==> config.mk <==
export PLATFORM = sky130hd
export DESIGN_NAME = bl_mbox_seq
export DESIGN_NICKNAME = d
export VERILOG_FILES = /design/src/rtl/bl_mbox_pkg.sv /design/src/rtl/bl_level_conv.sv /design/src/rtl/bl_poll_timer.sv /design/src/rtl/bl_mbox_seq.sv
export SDC_FILE = /design/constraint.sdc
export NUM_CORES = 1
export LEC_CHECK = 0
export CORE_MARGIN = 1
export CORE_UTILIZATION = 35
export CTS_CLUSTER_DIAMETER = 200
export DETAILED_ROUTE_END_ITERATION = 12
export GPL_TIMING_DRIVEN = 0
export MAX_ROUTING_LAYER = met4
export SYNTH_ARGS = -nofsm -noshare
export SYNTH_HDL_FRONTEND = slang
export SYNTH_SLANG_ARGS = --single-unit
==> constraint.sdc <==
create_clock -name clk -period 4.4 [get_ports clk]
set_input_delay 0.88 -clock clk [delete_from_list [all_inputs] [get_ports clk]]
set_output_delay 0.88 -clock clk [all_outputs]
set_load 0.01 [all_outputs]
==> src/rtl/bl_mbox_pkg.sv <==
package bl_mbox_pkg;
  typedef enum logic [3:0] {
    S_IDLE, S_BOUND, S_PIPE, S_RING1, S_POLL, S_GAP,
    S_USER, S_RAMP, S_SET, S_RING2, S_SCR_RD, S_SCR_WR
  } seq_state_t;

  localparam logic [7:0] OP_PIPE_SEL = 8'h66;
  localparam logic [7:0] OP_BL_SET   = 8'h67;
endpackage

==> src/rtl/bl_level_conv.sv <==
// Expands an LVL_W-bit level to a (2*LVL_W+1)-bit user level with rounding.
module bl_level_conv #(
  parameter int LVL_W = 8
) (
  input  logic [LVL_W-1:0]   lvl,
  output logic [2*LVL_W:0]   user_lvl
);
  localparam int UW = 2*LVL_W + 1;
  logic [2*LVL_W-1:0] rep;
  assign rep      = {lvl, lvl};
  assign user_lvl = UW'(rep) + UW'(lvl[LVL_W-1]);
endmodule

==> src/rtl/bl_poll_timer.sv <==
// Gap counter between doorbell reads and poll budget counter.
module bl_poll_timer #(
  parameter int POLL_MAX = 800,
  parameter int POLL_GAP = 8
) (
  input  logic clk,
  input  logic rst_n,
  input  logic clr,
  input  logic gap_en,
  input  logic miss,
  output logic gap_done,
  output logic last_poll
);
  localparam int PW = $clog2(POLL_MAX + 1);
  localparam int GW = $clog2(POLL_GAP + 1);

  logic [PW-1:0] poll_q, poll_d;
  logic [GW-1:0] gap_q, gap_d;

  assign gap_done  = gap_en && (gap_q == GW'(POLL_GAP - 1));
  assign last_poll = (poll_q == PW'(POLL_MAX - 1));

  always_comb begin
    poll_d = poll_q;
    if (clr)       poll_d = '0;
    else if (miss) poll_d = poll_q + PW'(1);
    gap_d = gap_q;
    if (clr || gap_done) gap_d = '0;
    else if (gap_en)     gap_d = gap_q + GW'(1);
  end

  always_ff @(posedge clk or negedge rst_n) begin
    if (!rst_n) begin
      poll_q <= '0;
      gap_q  <= '0;
    end else begin
      poll_q <= poll_d;
      gap_q  <= gap_d;
    end
  end
endmodule

==> src/rtl/bl_mbox_seq.sv <==
module bl_mbox_seq
  import bl_mbox_pkg::*;
#(
  parameter int          LVL_W    = 8,
  parameter int          RAMP_W   = 16,
  parameter int          ID_W     = 8,
  parameter int          ADDR_W   = 8,
  parameter int          DATA_W   = 32,
  parameter int          POLL_MAX = 800,
  parameter int          POLL_GAP = 8,
  parameter int          SCR_LSB  = 8,
  parameter logic [7:0]  A_DATA1  = 8'h10,
  parameter logic [7:0]  A_CMD    = 8'h14,
  parameter logic [7:0]  A_DB     = 8'h18,
  parameter logic [7:0]  A_USER   = 8'h1C,
  parameter logic [7:0]  A_SCR    = 8'h20
) (
  input  logic              clk,
  input  logic              rst_n,
  input  logic              start,
  input  logic [LVL_W-1:0]  level,
  input  logic [RAMP_W-1:0] ramp,
  input  logic [ID_W-1:0]   ctrl_id,
  output logic              bus_req,
  output logic              bus_we,
  output logic [ADDR_W-1:0] bus_addr,
  output logic [DATA_W-1:0] bus_wdata,
  input  logic [DATA_W-1:0] bus_rdata,
  input  logic              bus_ready,
  output logic              busy,
  output logic              done,
  output logic              timeout
);
  localparam int UW = 2*LVL_W + 1;
  localparam logic [15:0] BOUNDARY = 16'hFFFF;

  seq_state_t        state_q, state_d;
  logic [LVL_W-1:0]  lvl_q;
  logic [RAMP_W-1:0] ramp_q;
  logic [ID_W-1:0]   id_q;
  logic [DATA_W-1:0] scr_q, scr_new;
  logic              done_q, done_d, to_q, to_d;
  logic              cap_en, scr_en;
  logic              clr, gap_en, miss, gap_done, last_poll;
  logic [UW-1:0]     user_lvl;
  logic [RAMP_W-1:0] ramp_eff;

  bl_level_conv #(.LVL_W(LVL_W)) u_conv (.lvl(lvl_q), .user_lvl(user_lvl));

  bl_poll_timer #(.POLL_MAX(POLL_MAX), .POLL_GAP(POLL_GAP)) u_timer (
    .clk(clk), .rst_n(rst_n), .clr(clr), .gap_en(gap_en), .miss(miss),
    .gap_done(gap_done), .last_poll(last_poll)
  );

  assign ramp_eff = (id_q == '0) ? '0 : ramp_q;

  always_comb begin
    scr_new = scr_q;
    scr_new[SCR_LSB +: LVL_W] = lvl_q;
  end

  // next-state and bus drive
  always_comb begin
    state_d   = state_q;
    cap_en    = 1'b0;
    scr_en    = 1'b0;
    done_d    = 1'b0;
    to_d      = 1'b0;
    clr       = 1'b0;
    gap_en    = 1'b0;
    miss      = 1'b0;
    bus_req   = 1'b0;
    bus_we    = 1'b0;
    bus_addr  = '0;
    bus_wdata = '0;
    case (state_q)
      S_IDLE: if (start) begin
        cap_en  = 1'b1;
        state_d = S_BOUND;
      end
      S_BOUND: begin
        bus_req = 1'b1; bus_we = 1'b1;
        bus_addr = ADDR_W'(A_DATA1); bus_wdata = DATA_W'(BOUNDARY);
        if (bus_ready) state_d = S_PIPE;
      end
      S_PIPE: begin
        bus_req = 1'b1; bus_we = 1'b1;
        bus_addr = ADDR_W'(A_CMD); bus_wdata = DATA_W'({id_q, OP_PIPE_SEL});
        if (bus_ready) state_d = S_RING1;
      end
      S_RING1: begin
        bus_req = 1'b1; bus_we = 1'b1; clr = 1'b1;
        bus_addr = ADDR_W'(A_DB); bus_wdata = DATA_W'(1);
        if (bus_ready) state_d = S_POLL;
      end
      S_POLL: begin
        bus_req = 1'b1;
        bus_addr = ADDR_W'(A_DB);
        if (bus_ready) begin
          if (!bus_rdata[0]) state_d = S_USER;
          else if (last_poll) begin
            to_d    = 1'b1;
            state_d = S_IDLE;
          end else begin
            miss    = 1'b1;
            state_d = S_GAP;
          end
        end
      end
      S_GAP: begin
        gap_en = 1'b1;
        if (gap_done) state_d = S_POLL;
      end
      S_USER: begin
        bus_req = 1'b1; bus_we = 1'b1;
        bus_addr = ADDR_W'(A_USER); bus_wdata = DATA_W'(user_lvl);
        if (bus_ready) state_d = S_RAMP;
      end
      S_RAMP: begin
        bus_req = 1'b1; bus_we = 1'b1;
        bus_addr = ADDR_W'(A_DATA1); bus_wdata = DATA_W'(ramp_eff);
        if (bus_ready) state_d = S_SET;
      end
      S_SET: begin
        bus_req = 1'b1; bus_we = 1'b1;
        bus_addr = ADDR_W'(A_CMD); bus_wdata = DATA_W'({id_q, OP_BL_SET});
        if (bus_ready) state_d = S_RING2;
      end
      S_RING2: begin
        bus_req = 1'b1; bus_we = 1'b1;
        bus_addr = ADDR_W'(A_DB); bus_wdata = DATA_W'(1);
        if (bus_ready) state_d = S_SCR_RD;
      end
      S_SCR_RD: begin
        bus_req = 1'b1;
        bus_addr = ADDR_W'(A_SCR);
        if (bus_ready) begin
          scr_en  = 1'b1;
          state_d = S_SCR_WR;
        end
      end
      S_SCR_WR: begin
        bus_req = 1'b1; bus_we = 1'b1;
        bus_addr = ADDR_W'(A_SCR); bus_wdata = scr_new;
        if (bus_ready) begin
          done_d  = 1'b1;
          state_d = S_IDLE;
        end
      end
      default: state_d = S_IDLE;
    endcase
  end

  assign busy    = (state_q != S_IDLE);
  assign done    = done_q;
  assign timeout = to_q;

  always_ff @(posedge clk or negedge rst_n) begin
    if (!rst_n) begin
      state_q <= S_IDLE;
      done_q  <= 1'b0;
      to_q    <= 1'b0;
    end else begin
      state_q <= state_d;
      done_q  <= done_d;
      to_q    <= to_d;
    end
  end

  always_ff @(posedge clk or negedge rst_n) begin
    if (!rst_n) begin
      lvl_q  <= '0;
      ramp_q <= '0;
      id_q   <= '0;
    end else if (cap_en) begin
      lvl_q  <= level;
      ramp_q <= ramp;
      id_q   <= ctrl_id;
    end
  end

  always_ff @(posedge clk or negedge rst_n) begin
    if (!rst_n)      scr_q <= '0;
    else if (scr_en) scr_q <= bus_rdata;
  end
endmodule

==> results.md <==
- Wire length of the first global-routing pass: 19430 um
- Final-layout worst hold slack: 0.4401 ns
- Mean instance size in the synthesized netlist: 10.46 sq um
- Final-report max-slew violation count: 0
- Final cell area excluding filler cells: 5758 sq um
- Insertion delay of the later-clocked pin in the worst-skew pair: 0.34 ns
- Most frequent cells in the layout: 99 x sky130_fd_sc_hd__clkdlybuf4s50_1, 76 x sky130_fd_sc_hd__dfrtp_1, 56 x sky130_fd_sc_hd__mux2_2, 22 x sky130_fd_sc_hd__nand2_1, 21 x sky130_fd_sc_hd__a21oi_1
- Maximum number of pins on one net before global-route repair: 56
- Wire length after detailed routing: 11880 um
- Number of nets with antenna violations after routing: 0
- Syn Inst Count: 404
- Nature of the critical path endpoint: primary output
- Routed vias: 3666
- Row Count: 39
- Clock Pin Slew Worst Setup and Hold Paths: 0.05 ns
- Instance area after placement: 5441 sq um
- Power density cells: 703.5 nW/um^2
- Sort of element at the start of the critical path: flop
- Leakage: 2.461 nW
- Dominant register cell in the synthesized netlist: sky130_fd_sc_hd__dfrtp_1
- Number of resized instances in the post-cts repair step: 0
- Highest achievable clock rate: 239.6 MHz
- Detailed router's first-iteration violation count: 215
- Post-Place Setup Slack: 0.6156 ns
- Worst reg2reg setup slack: 2.22 ns
- Slew margin rel.: 35.21%
- Unrepaired setup endpoints after global routing: no
- Final GP Congestion: 0.8991
- Buffer count from post-CTS setup fixing: 0
- Antenna violations before repair: 0
- H-tree lvl count: 3
- Nets@finish: 591
- Drt pass-1 iters: 9
- TritonCTS clock tree: done
- #FFs+latches synth: 76
- Total half-perimeter wirelength after legalization and detailed placement: 8844 um
- Critical path class: flop to primary output
- Via count of the first global-routing pass: 3727
- Sequential-to-total area share from yosys stat: 45.01%
- Placed instance count: 651
- Average wire per standard cell: 17.83 um
- Worst-case clock skew: 0.005500 ns
- Slew @ Worst Pin: 0.9588 ns
- Fraction of layout instances using a drive strength above 1: 18.16%
- Async set or reset register ratio after synthesis: 100.0%
- Unique masters post-synth: 58
- Die area: 12520 sq um
- Minimum period implied by the final worst setup slack: 4.174 ns
- Filler cell count: 1092
- Root buffer cell: sky130_fd_sc_hd__clkbuf_16
- Overall die width: 111.9 um
- Critical Path AT: 3.29 ns
- CP Max Fanout: 10
- Critical Path RT: 3.52 ns
- Total setup violations reported at the end of the flow: 0
- Area used by sequential logic in the layout: 1902 sq um
- Violations in the final reports: DRC
- Number of enable-type register cells in the synthesized netlist: 0
- Met1 layer usage reported by global route: 27.25%
- Clock net sink count: 76
- Global-route track usage on met3: 5.607%
- Worst supply voltage drop on vdd: 320.8 uV
- Busiest grt layer: met2
- Final period utilization: 94.87%
- TritonCTS buffer count: 9
- Mapped cell area: 4225 sq um
- Starting density of the core: 36.38%
- Run status: finished with violations
- GRT Total Usage: 20.79%
- Residual DRC count: 3
- Top-level I/O count: 113
- Met2 capacity usage during global routing: 31.18%
- Core box area: 11610 sq um
- Most frequent standard cell in the layout excluding fill and tap cells: sky130_fd_sc_hd__clkdlybuf4s50_1
- Number of hold-slack violations in the final timing report: 0
- IO Port Bufs: 100
- Maximum buffer depth of the clock tree: 2
- Synth warn: 0
- Number of standard cells in the layout, taps in and fillers out: 666
- Area growth syn-to-layout: 36.27%
- N_diodes: 0
- GRT Residual Overflow: 0
- Worst Hold Class: primary input to async pin
- Area occupied by multi-input gates: 2155 sq um
- Hold buffers post-CTS: 0
- Average vias per placed instance: 5.505
- # Max-Cap Violations: 0
- Minimum setup slack in the final design: 0.2259 ns
- Die height: 111.9 um
-- sequential cells by signal, indices dropped and copies added, names as in the netlist --
| name | count |
|---|---|
| scr_q | 24 |
| ramp_q | 16 |
| u_timer.poll_q | 10 |
| id_q | 8 |
| lvl_q | 8 |
| state_q | 4 |
| u_timer.gap_q | 4 |
| done | 1 |
| timeout | 1 |
-- path summary, 6_finish.rpt --
check / end / cells after the start / from
worst max-delay path: bus_wdata[3] / 7 / state_q[1]
worst min-delay path: u_timer.poll_q[8] / 1 / rst_n
worst max register to register: state_q[3] / 5 / state_q[2]
worst min register to register: u_timer.gap_q[3] / 1 / u_timer.gap_q[3]
max in group asynchronous: scr_q[5] / 2 / rst_n
min in group clk: u_timer.gap_q[3] / 1 / u_timer.gap_q[3]
-- power breakdown --
group,total (W),switching (W),internal (W)
Clock,0.000794,0.000285,0.000509
Sequential,0.00125,0.000252,0.000999
Combinational,0.00201,0.000991,0.00101
-- through the flow --
stage / power, W / TNS, ns / util [%]
4_1_cts: 0.004073 / 0 / 49.58
2_1_floorplan: 0.002408 / 0 / -
3_5_place_dp: 0.003253 / 0 / 46.85
6_report: 0.004051 / 0 / 49.58
5_1_grt: 0.004326 / 0 / 49.58
3_3_place_gp: 0.003208 / -27.73 / 46.64
-- critical path, stage by stage, from the launching register on --
cell	delay, ns
sky130_fd_sc_hd__dfrtp_1	0.37
sky130_fd_sc_hd__buf_2	0.20
sky130_fd_sc_hd__nand2_1	0.25
sky130_fd_sc_hd__a211oi_1	0.87
sky130_fd_sc_hd__buf_2	0.39
sky130_fd_sc_hd__a221oi_1	0.14
sky130_fd_sc_hd__o21ai_0	0.15
sky130_fd_sc_hd__clkdlybuf4s50_1	0.58
-- cell families after synthesis --
group | after synthesis | share of synthesized area [%]
XOR/XNOR | 8 | 1.658
multiplexers | 60 | 15.87
buffers and inverters | 39 | 4.264
other | 1 | 0.08875
adder cells (fa/ha/maj) | 4 | 1.185
AO/OA/AOI/OAI | 93 | 15.69
flip-flops | 76 | 45.01
AND/OR/NAND/NOR | 123 | 16.23
-- synth_stat cells (all sizes together), types with 3 or more instances --
| master | instances | area (sq um) |
|---|---|---|
| nand2 | 22 | 82.58 |
| mux2 | 56 | 630.6 |
| inv | 9 | 33.78 |
| o21ai | 14 | 70.07 |
| a21oi | 21 | 105.1 |
| o211ai | 7 | 52.55 |
| nand3 | 10 | 50.05 |
| o22ai | 4 | 25.02 |
| nor2b | 3 | 18.77 |
| clkbuf | 14 | 52.55 |
| a22o | 3 | 26.28 |
| a21o | 6 | 45.04 |
| nor3 | 8 | 40.04 |
| or3 | 5 | 31.28 |
| buf | 16 | 93.83 |
| o221ai | 4 | 35.03 |
| mux2i | 4 | 40.04 |
| nand4 | 7 | 43.79 |
| and3 | 20 | 125.1 |
| nand3b | 7 | 52.55 |
| dfrtp | 76 | 1902 |
| xor2 | 6 | 52.55 |
| or2 | 4 | 25.02 |
| ha | 4 | 50.05 |
| nor4 | 5 | 31.28 |
| a221o | 12 | 120.1 |
| nand2b | 4 | 25.02 |
| a31oi | 3 | 18.77 |
| nor2 | 18 | 67.56 |
-- cell type report --
cell class	count	share of cell area [%]
well taps	143	3.107
clock buffers	11	4.216
inverters	9	0.5867
repair buffers	101	17.82
flip-flops and latches	76	33.03
multi-input cells	292	37.42
plain buffers	30	2.542
clock inverters	4	1.282
-- layer usage --
metal / part of all wire, % / vias up
met5: 0 / -
met4: 2.1 / 0
met3: 5.3 / 23
met2: 47 / 127
met1: 45 / 1772
li1: - / 1744
No activity file was read; power rests on OpenSTA's default activity.
